===== config.mk =====
export PLATFORM = sky130hd
export DESIGN_NAME = wiper_shift_port
export DESIGN_NICKNAME = d
export VERILOG_FILES = /design/src/rtl/wsp_pkg.sv /design/src/rtl/pin_sync.sv /design/src/rtl/wiper_bank.sv /design/src/rtl/shift_engine.sv /design/src/rtl/wiper_shift_port.sv
export SDC_FILE = /design/constraint.sdc
export NUM_CORES = 1
export LEC_CHECK = 0
export BUFFER_PORTS_ARGS = -buffer_cell sky130_fd_sc_hd__buf_2
export CAP_MARGIN = 20
export CORE_ASPECT_RATIO = 1.5
export CORE_MARGIN = 1
export CORE_UTILIZATION = 54
export DETAILED_ROUTE_END_ITERATION = 8
export PLACE_DENSITY = 0.74
export SLEW_MARGIN = 0
export SYNTH_ARGS = -nofsm -noshare
export SYNTH_HDL_FRONTEND = slang
export SYNTH_SLANG_ARGS = --single-unit

===== constraint.sdc =====
create_clock -name clk -period 5.5 [get_ports clk]
set_clock_uncertainty 0.1 [all_clocks]
set_input_delay 0.275 -clock clk [delete_from_list [all_inputs] [get_ports clk]]
set_output_delay 0.275 -clock clk [all_outputs]
set_load 0.02 [all_outputs]

===== src/rtl/wsp_pkg.sv =====
package wsp_pkg;
   typedef enum logic {
      MODE_WR = 1'b0,
      MODE_RD = 1'b1
   } xfer_mode_e;

   localparam int PIN_SEL   = 0;
   localparam int PIN_FRAME = 1;
   localparam int PIN_SCLK  = 2;
   localparam int PIN_DIN   = 3;
   localparam int PIN_RW    = 4;
   localparam int PIN_COUNT = 5;
endpackage


===== src/rtl/pin_sync.sv =====
module pin_sync #(
   parameter int WIDTH  = 5,
   parameter int STAGES = 2
) (
   input  logic             clk,
   input  logic             rst_n,
   input  logic [WIDTH-1:0] pin_i,
   output logic [WIDTH-1:0] level_o,
   output logic [WIDTH-1:0] rise_o,
   output logic [WIDTH-1:0] fall_o
);
   generate
      if (STAGES < 2) begin : g_bad_stages
         $error("pin_sync: STAGES must be at least 2");
      end
   endgenerate

   logic [WIDTH-1:0] stage_q [STAGES];
   logic [WIDTH-1:0] prev_q;

   genvar s;
   generate
      for (s = 0; s < STAGES; s++) begin : g_stage
         always_ff @(posedge clk or negedge rst_n) begin
            if (!rst_n) stage_q[s] <= '0;
            else if (s == 0) stage_q[s] <= pin_i;
            else stage_q[s] <= stage_q[(s == 0) ? 0 : s-1];
         end
      end
   endgenerate

   always_ff @(posedge clk or negedge rst_n) begin
      if (!rst_n) prev_q <= '0;
      else        prev_q <= stage_q[STAGES-1];
   end

   assign level_o = stage_q[STAGES-1];
   assign rise_o  = stage_q[STAGES-1] & ~prev_q;
   assign fall_o  = ~stage_q[STAGES-1] & prev_q;
endmodule


===== src/rtl/wiper_bank.sv =====
module wiper_bank #(
   parameter int NUM_WIPERS = 4,
   parameter int POS_W      = 6,
   parameter int RESET_POS  = 32,
   localparam int SEL_W     = $clog2(NUM_WIPERS)
) (
   input  logic                        clk,
   input  logic                        rst_n,
   input  logic                        wr_en_i,
   input  logic [SEL_W-1:0]            wr_sel_i,
   input  logic [POS_W-1:0]            wr_pos_i,
   output logic [NUM_WIPERS*POS_W-1:0] wiper_o
);
   generate
      if (RESET_POS < 0 || RESET_POS >= (1 << POS_W)) begin : g_bad_reset
         $error("wiper_bank: RESET_POS out of range");
      end
   endgenerate

   logic [NUM_WIPERS-1:0] hit;

   genvar w;
   generate
      for (w = 0; w < NUM_WIPERS; w++) begin : g_wiper
         logic [POS_W-1:0] pos_q;
         assign hit[w] = wr_en_i && (wr_sel_i == SEL_W'(w));
         always_ff @(posedge clk or negedge rst_n) begin
            if (!rst_n)      pos_q <= POS_W'(RESET_POS);
            else if (hit[w]) pos_q <= wr_pos_i;
         end
         assign wiper_o[w*POS_W +: POS_W] = pos_q;
      end
   endgenerate

   AST_ONE_TARGET: assert property (@(posedge clk) disable iff (!rst_n)
      $onehot0(hit));
   AST_TARGET_UPDATES: assert property (@(posedge clk) disable iff (!rst_n)
      wr_en_i |=> (wiper_o[$past(wr_sel_i)*POS_W +: POS_W] == $past(wr_pos_i)));
endmodule


===== src/rtl/shift_engine.sv =====
module shift_engine
   import wsp_pkg::*;
#(
   parameter int NUM_WIPERS = 4,
   parameter int POS_W      = 6,
   localparam int SEL_W     = $clog2(NUM_WIPERS),
   localparam int BYTE_W    = SEL_W + POS_W,
   localparam int CNT_W     = $clog2(BYTE_W + 1)
) (
   input  logic                        clk,
   input  logic                        rst_n,
   input  logic                        sel_ok_i,
   input  logic                        frame_rise_i,
   input  logic                        frame_fall_i,
   input  logic                        sclk_rise_i,
   input  logic                        sclk_fall_i,
   input  logic                        din_i,
   input  logic                        rw_i,
   input  logic [NUM_WIPERS*POS_W-1:0] wiper_i,
   output logic                        wr_en_o,
   output logic [SEL_W-1:0]            wr_sel_o,
   output logic [POS_W-1:0]            wr_pos_o,
   output logic                        active_o,
   output logic                        rd_mode_o,
   output logic                        rd_bit_o
);
   generate
      if ((1 << SEL_W) != NUM_WIPERS) begin : g_bad_count
         $error("shift_engine: NUM_WIPERS must be a power of two");
      end
   endgenerate

   logic              active_q;
   xfer_mode_e        mode_q;
   logic [BYTE_W-1:0] wsh_q, rsh_q;
   logic [CNT_W-1:0]  wcnt_q, rcnt_q;
   logic [SEL_W-1:0]  ridx_q;

   function automatic logic [BYTE_W-1:0] read_byte(
      input logic [SEL_W-1:0] idx, input logic [NUM_WIPERS*POS_W-1:0] flat);
      return {idx, flat[idx*POS_W +: POS_W]};
   endfunction

   always_ff @(posedge clk or negedge rst_n) begin
      if (!rst_n) begin
         active_q <= 1'b0;
         mode_q   <= MODE_WR;
         wsh_q    <= '0;
         rsh_q    <= '0;
         wcnt_q   <= '0;
         rcnt_q   <= '0;
         ridx_q   <= '0;
      end else if (!sel_ok_i) begin
         active_q <= 1'b0;
         wcnt_q   <= '0;
      end else if (frame_rise_i) begin
         active_q <= 1'b1;
         mode_q   <= xfer_mode_e'(rw_i);
         wcnt_q   <= '0;
         rcnt_q   <= '0;
         ridx_q   <= SEL_W'(1);
         rsh_q    <= read_byte('0, wiper_i);
      end else if (frame_fall_i) begin
         active_q <= 1'b0;
         wcnt_q   <= '0;
      end else if (active_q && mode_q == MODE_WR) begin
         if (sclk_rise_i && wcnt_q != CNT_W'(BYTE_W)) begin
            wsh_q  <= {wsh_q[BYTE_W-2:0], din_i};
            wcnt_q <= wcnt_q + 1'b1;
         end else if (sclk_fall_i && wcnt_q == CNT_W'(BYTE_W)) begin
            wcnt_q <= '0;
         end
      end else if (active_q && sclk_fall_i) begin
         if (rcnt_q == CNT_W'(BYTE_W-1)) begin
            rsh_q  <= read_byte(ridx_q, wiper_i);
            ridx_q <= ridx_q + 1'b1;
            rcnt_q <= '0;
         end else begin
            rsh_q  <= {rsh_q[BYTE_W-2:0], 1'b0};
            rcnt_q <= rcnt_q + 1'b1;
         end
      end
   end

   assign wr_en_o   = sel_ok_i && active_q && (mode_q == MODE_WR) && !frame_fall_i
                      && sclk_fall_i && (wcnt_q == CNT_W'(BYTE_W));
   assign wr_sel_o  = wsh_q[BYTE_W-1 -: SEL_W];
   assign wr_pos_o  = wsh_q[POS_W-1:0];
   assign active_o  = active_q;
   assign rd_mode_o = (mode_q == MODE_RD);
   assign rd_bit_o  = rsh_q[BYTE_W-1];

   AST_DESEL_IDLE: assert property (@(posedge clk) disable iff (!rst_n)
      !sel_ok_i |=> !active_q);
   AST_MODE_HELD: assert property (@(posedge clk) disable iff (!rst_n)
      (active_q && $past(active_q)) |-> $stable(mode_q));
   AST_WCNT_RANGE: assert property (@(posedge clk) disable iff (!rst_n)
      wcnt_q <= CNT_W'(BYTE_W));
   AST_READ_KEEPS: assert property (@(posedge clk) disable iff (!rst_n)
      (active_q && mode_q == MODE_RD) |=> $stable(wiper_i));
   AST_IDLE_KEEPS: assert property (@(posedge clk) disable iff (!rst_n)
      !active_q |=> $stable(wiper_i));
endmodule


===== src/rtl/wiper_shift_port.sv =====
module wiper_shift_port
   import wsp_pkg::*;
#(
   parameter int NUM_WIPERS  = 4,
   parameter int POS_W       = 6,
   parameter int RESET_POS   = 32,
   parameter int SYNC_STAGES = 2,
   localparam int SEL_W      = $clog2(NUM_WIPERS)
) (
   input  logic                        clk,
   input  logic                        rst_n,
   input  logic                        port_sel_n,
   input  logic                        frame_en,
   input  logic                        ser_clk,
   input  logic                        ser_din,
   input  logic                        rw_sel,
   output logic                        cas_dout,
   output logic [NUM_WIPERS*POS_W-1:0] wiper_pos
);
   logic [PIN_COUNT-1:0] pins, lvl, rise, fall;
   logic                 wr_en, active, rd_mode, rd_bit;
   logic [SEL_W-1:0]     wr_sel;
   logic [POS_W-1:0]     wr_pos;

   always_comb begin
      pins            = '0;
      pins[PIN_SEL]   = port_sel_n;
      pins[PIN_FRAME] = frame_en;
      pins[PIN_SCLK]  = ser_clk;
      pins[PIN_DIN]   = ser_din;
      pins[PIN_RW]    = rw_sel;
   end

   pin_sync #(.WIDTH(PIN_COUNT), .STAGES(SYNC_STAGES)) i_sync (
      .clk(clk), .rst_n(rst_n), .pin_i(pins),
      .level_o(lvl), .rise_o(rise), .fall_o(fall));

   shift_engine #(.NUM_WIPERS(NUM_WIPERS), .POS_W(POS_W)) i_engine (
      .clk(clk), .rst_n(rst_n),
      .sel_ok_i(!lvl[PIN_SEL]),
      .frame_rise_i(rise[PIN_FRAME]), .frame_fall_i(fall[PIN_FRAME]),
      .sclk_rise_i(rise[PIN_SCLK]), .sclk_fall_i(fall[PIN_SCLK]),
      .din_i(lvl[PIN_DIN]), .rw_i(lvl[PIN_RW]),
      .wiper_i(wiper_pos),
      .wr_en_o(wr_en), .wr_sel_o(wr_sel), .wr_pos_o(wr_pos),
      .active_o(active), .rd_mode_o(rd_mode), .rd_bit_o(rd_bit));

   wiper_bank #(.NUM_WIPERS(NUM_WIPERS), .POS_W(POS_W), .RESET_POS(RESET_POS)) i_bank (
      .clk(clk), .rst_n(rst_n),
      .wr_en_i(wr_en), .wr_sel_i(wr_sel), .wr_pos_i(wr_pos),
      .wiper_o(wiper_pos));

   always_comb begin
      if (lvl[PIN_SEL])  cas_dout = 1'b0;
      else if (!active)  cas_dout = ser_din;
      else if (rd_mode)  cas_dout = rd_bit;
      else               cas_dout = 1'b0;
   end

   AST_WRITE_MUTED: assert property (@(posedge clk) disable iff (!rst_n)
      (active && !rd_mode) |-> !cas_dout);
endmodule


# --- Word level (Yosys, flattened, before mapping) ---
# Index checks and enable logic that the tools add are counted.
totals:
  regBits: 65
  input_bits: 7
  output_inout_bits: 25
  wordCells: 88
classes:
  add_sub_neg: 3
  n_mul: 1
  eq_ne: 8
  n_shift: 1
  n_mux: 27
  bitwise: 8
  n_reduce_logical: 26
ops:
  columns: ["operator", "count"]
  rows:
  - ["2-to-1 mux 4 bit", 11]
  - ["2-to-1 mux 8 bit", 5]
  - ["variable part select 24 x 6 -> 6 bit", 1]
  - ["logical AND 1 bit", 13]
  - ["2-to-1 mux 2 bit", 5]
  - ["AND reduction 5 bit", 2]
  - ["adder 4 x 1 -> 4 bit, second input constant", 2]
  - ["AND 3 bit", 2]
  - ["2-to-1 mux 1 bit", 6]
  - ["NOT 3 bit", 2]
  - ["nonzero test 5 bit", 1]
  - ["== test 2 bit, second input constant", 2]
  - ["== test 4 x 3 -> 1 bit, second input constant", 1]
  - ["== test 4 bit, second input constant", 1]
  - ["multiplier 2 x 2 -> 4 bit, second input constant", 1]
  - ["!= test 4 bit, second input constant", 1]
  - ["NOT 1 bit", 4]
  - ["AND reduction 2 bit", 2]
  - ["AND reduction 4 bit", 1]
  - ["nonzero test 2 bit", 2]
  - ["nonzero test 4 bit", 1]
  - ["nonzero test 3 bit", 1]
  - ["adder 2 x 1 -> 2 bit, second input constant", 1]
  - ["== test 2 x 1 -> 1 bit, second input constant", 1]
  - ["4 further kinds", 5]

# --- Longest topological paths before layout ---
logic_depth:
  ltp_word: 9
  depth_mapped: 7
  ltp_nobuf: 6

# --- By module ---
# From an unflattened synthesis, not the netlist that was laid out.
hier_totals:
  hier_cells: 231
  area_unflattened_um2: 3037.9
by_module_without_submodules:
  columns: ["module", "instances", "cells_per_inst", "area_each_um2", "seq_area_each_um2"]
  rows:
  - ["shift_engine", 1, 145, 1591.5, 700.7]
  - ["wiper_bank", 1, 52, 922.1, 605.6]
  - ["pin_sync", 1, 30, 500.5, 375.4]
  - ["wiper_shift_port", 1, 4, 23.8, 0.0]

# --- Worst setup path after synthesis ---
# No wires, ideal clock.
synth_path:
  path_kind: "flip-flop to flip-flop"
  start: "reg i_engine.wcnt_q[0]"
  end: "reg i_engine.wsh_q[0]"
  setup_time_ns: 0.125
  arrival_ns: 1.934
  required_ns: 5.275
  setup_slack_ns: 3.341
  path_stages_with_launch: 8
  path_buffers: 1
  synth_period_minus_slack_ns: 2.159
  path_cell_list: "dfrtp_1 -> inv_1 -> ha_1 -> and3b_4 -> or4b_4 -> or2_1 -> buf_6 -> mux2_4"
synth_between:
  elab_chain_len: 3
synth_lines:
  columns: ["item", "line", "source"]
  rows:
  - ["start: declaration", "shift_engine.sv:36", "logic [CNT_W-1:0] wcnt_q, rcnt_q;"]
  - ["start signal: assignment", "shift_engine.sv:69", "wcnt_q <= wcnt_q + 1'b1;"]
  - ["!= test 4 bit", "shift_engine.sv:67", "if (sclk_rise_i && wcnt_q != CNT_W'(BYTE_W)) begin"]
  - ["logical AND 1 bit", "shift_engine.sv:67", null]
  - ["AND reduction 5 bit (no source line)", null, null]
  - ["end signal: assignment", "shift_engine.sv:68", "wsh_q <= {wsh_q[BYTE_W-2:0], din_i};"]
  - ["end: declaration", "shift_engine.sv:35", "logic [BYTE_W-1:0] wsh_q, rsh_q;"]
# Every way passes these cells.
# A chain may end at the register's enable or synchronous reset.

# --- Worst setup path in the final report ---
layout_path:
  start: "reg i_engine.wcnt_q[0]"
  end: "reg i_engine.wsh_q[2]"
# Same word-level chain as after synthesis.

==> flow_summary_export.csv <==
group,metric,value,unit
run_status,run_status,"finished with violations",
run_status,violations,"hold timing",
sta,slew_headroom,41.5,%
clock_tree,htree_num_levels,3,
worst_setup_path,critPathArrivalTime,2530,ps
floorplan,die_height,91.0,um
power_and_ir_drop,p_leak,1.68,nW
global_routing,grt_antenna_before_repair,0,
floorplan,die_w,61.3,um
place,placed_cells,301,
layout,layout.cells.non_filler,322,
place,globalplace.congestion,0.744,
synth,synthCells,210,
synth,syn_avg_cell_area,13.6,um2
worst_setup_path,required,5630,ps
clock_tree,cts.path.max_buffers,2,
sta,finalCritPeriodShare,43.6,%
synth,synth_sequential_area_ratio,56.3,%
worst_setup_path,rrSetupSlack,3100,ps
floorplan,core_area,0.00512,mm2
clock_tree,cts_setup_buffers,0,
synth,yosysWarnings,0,
floorplan,die-area,0.00558,mm2
floorplan,pin_count,32,
layout,fill_cells,418,
synth,yosysUniqueCellTypes,49,
clock_tree,clk_pin_slew,70,ps
routing,drc,0,
clock_tree,root_buffer,"clkbuf_8",
routing,ant_nets,0,
synth,synth-edff-count,0,
worst_setup_path,cp-end-kind,"flop",
global_routing,first_global_vias,1890,
sta,whs,-10.3,ps
routing,wl_per_cell,17.6,um
synth,synth_fp_nets,222,
place,numPortBuffers,31,
synth,synthFlopType,"dfrtp_1",
sta,setup-tns-final,0,ps
layout,layout-drive-gt1-share,38.2,%
synth,ys_seq_elements,64,
clock_tree,cts_tree,"built",
power_and_ir_drop,power.total,1.09,mW
min_path,hp-class,"input port to asynchronous set/reset pin",
clock_tree,cts-resized-gates,0,
layout,area_growth,17.9,%
sta,fmax,0.417,GHz
layout,antenna_cells,0,
routing,drt_first_iter_violations,45,
layout,multi_input_area,0.00118,mm2
sta,rsz0062_at_grt,"no",
routing,wirelength,5670,um
sta,hold_violations,11,
sta,slew_violations,0,
worst_setup_path,critPathLaunchType,"flop",
clock_tree,cts_buffers,9,
routing,via_count,1898,
power_and_ir_drop,ir_drop,217,uV
worst_setup_path,startpoint,"i_engine.wcnt_q[0]",
global_routing,grtUsageTotal,23.5,%
layout,fin_area,0.00336,mm2
global_routing,grt_pass1_wl,9360,um
global_routing,grt_max_degree,65,
place,placed_cell_area,0.00306,mm2
routing,via_per_inst,5.89,
synth,synthArstFlopShare,100,%
worst_setup_path,crit_type,"flop to flop",
global_routing,grt_overflow_total,0,
layout,register_area,0.00161,mm2
sta,tightest_slew,877,ps
clock_tree,clk_latency,340,ps
job,drv_cap,0,
layout,finalNetCount,261,
synth,syn-cell-area,0.00285,mm2
worst_setup_path,r2r_end,"i_engine.wsh_q[2]",
power_and_ir_drop,powerDensity,324,mW/mm2
floorplan,start_util,55.7,%
routing,first_pass_iters,4,
floorplan,row_count,32,
worst_setup_path,r2r-start,"i_engine.wcnt_q[0]",
sta,fin_crit,2400,ps
worst_setup_path,critPathMaxFanout,8,
sta,setup_violations,0,
place,dpl.hpwl,3720,um
worst_setup_path,endpoint,"i_engine.wsh_q[2]",
clock_tree,clock-sinks,64,
worst_setup_path,reg2regPathDepth,6,
-- state kept, by name, summed over array words and instances (netlist names), 4 cells and up --
| name | count |
|---|---|
| i_bank.g_wiper.pos_q | 24 |
| i_engine.rcnt_q | 4 |
| i_engine.rsh_q | 8 |
| i_engine.wcnt_q | 4 |
| i_engine.wsh_q | 8 |
| i_sync.level_o | 5 |
| i_sync.stage_q | 5 |
-- worst max-delay path, cell delays in order, from the launching register on --
cell,delay [ps]
dfrtp_1,410
inv_1,60
ha_1,200
and3b_4,210
or4b_4,500
or2_1,420
mux2_4,380
-- cell usage in the layout (no fill, tap or decap), types with 2 or more instances in the layout --
cell	count
nand2b_1	2
nor2_1	14
a221o_1	3
nand3_1	7
a21oi_1	6
a222oi_1	4
mux4_2	6
buf_2	31
clkbuf_8	11
mux2_2	26
bufinv_16	3
dfstp_2	4
nor2b_1	3
dlygate4sd3_1	5
ha_1	5
and2_1	5
o21ai_0	5
and3_1	3
dfrtp_1	60
mux2_4	8
inv_1	6
nand2_1	6
-- metrics by stage --
step	setup WS (ps)	util (%)
after global routing	2950	65.6
after detailed placement	3120	59.7
final	3100	65.6
after CTS	3100	65.6
after global placement	3150	59.7
after floorplan	3340	-
-- cells by family (layout without fill, tap and decap cells) --
family                   Yosys count  in the layout  share of synthesized area, %
XOR/XNOR                           1              1                         0.307
buffers and inverters             15             59                          2.24
multiplexers                      41             41                          19.6
AND/OR/NAND/NOR                   56             56                          12.1
adder cells (fa/ha/maj)            5              5                          2.19
AO/OA/AOI/OAI                     28             28                          7.33
flip-flops                        64             64                          56.3
-- layout make-up --
type	count	share of cell area, %
flip-flops and latches	64	47.8
multi-input cells	131	35.2
repair buffers	37	6.32
clock buffers	11	4.50
clock inverters	5	3.05
well taps	68	2.53
inverters	6	0.670
-- where the power goes --
part / internal, mW / leakage [nW] / switching [mW] / total (mW)
clock: 0.325 / 0.126 / 0.181 / 0.506
combinational: 0.0321 / 0.731 / 0.0321 / 0.0642
sequential: 0.494 / 0.825 / 0.0243 / 0.518
total: 0.851 / 1.68 / 0.238 / 1.09
-- how the worst min path moves through the flow --
stage                      startpoint                    endpoint  slack (ps)  depth (start not counted)
CTS                             rst_n          i_engine.wcnt_q[1]          20                          2
global placement    i_sync.stage_q[7]           i_sync.level_o[2]         230                          0
detailed placement  i_sync.stage_q[7]           i_sync.level_o[2]         240                          0
floorplan                       rst_n  i_bank.g_wiper[0].pos_q[0]        -120                          0
global route                    rst_n           i_sync.level_o[0]          80                          2
finish                          rst_n          i_engine.wcnt_q[2]         -10                          2
-- synth_stat cells (all sizes together), types with 2 or more instances --
cell type | instances | share of area, %
a221o | 3 | 1.1
dfrtp | 60 | 53
a21oi | 6 | 1.1
and3b | 2 | 0.75
nand3 | 7 | 1.2
nand2b | 2 | 0.44
clkbuf | 7 | 0.92
buf | 2 | 0.53
nor4b | 2 | 1.1
and2 | 5 | 1.1
dfstp | 4 | 3.7
mux4 | 6 | 4.7
a222oi | 4 | 1.4
nor2 | 14 | 1.8
nand2 | 6 | 0.79
mux2 | 34 | 14
and3 | 3 | 0.66
or2 | 2 | 0.44
nor2b | 3 | 0.66
o21ai | 5 | 0.88
ha | 5 | 2.2
inv | 6 | 0.79
-- what timing repair did --
action                                  4_1_cts  5_1_grt
hold endpoints to repair                      5        0
endpoints found under the setup margin        0        0
hold buffers                                  5        0
-- metal layers --
layer / up-vias / share of wire (%) / GRT usage [%]
met5: - / 0 / 0
met1: 981 / 43 / 31.5
li1: 854 / - / -
met3: 14 / 4.2 / 6.41
met2: 49 / 50 / 34.9
met4: 0 / 3.2 / 11.5
Note: power is estimated with default switching activity, not from simulation.
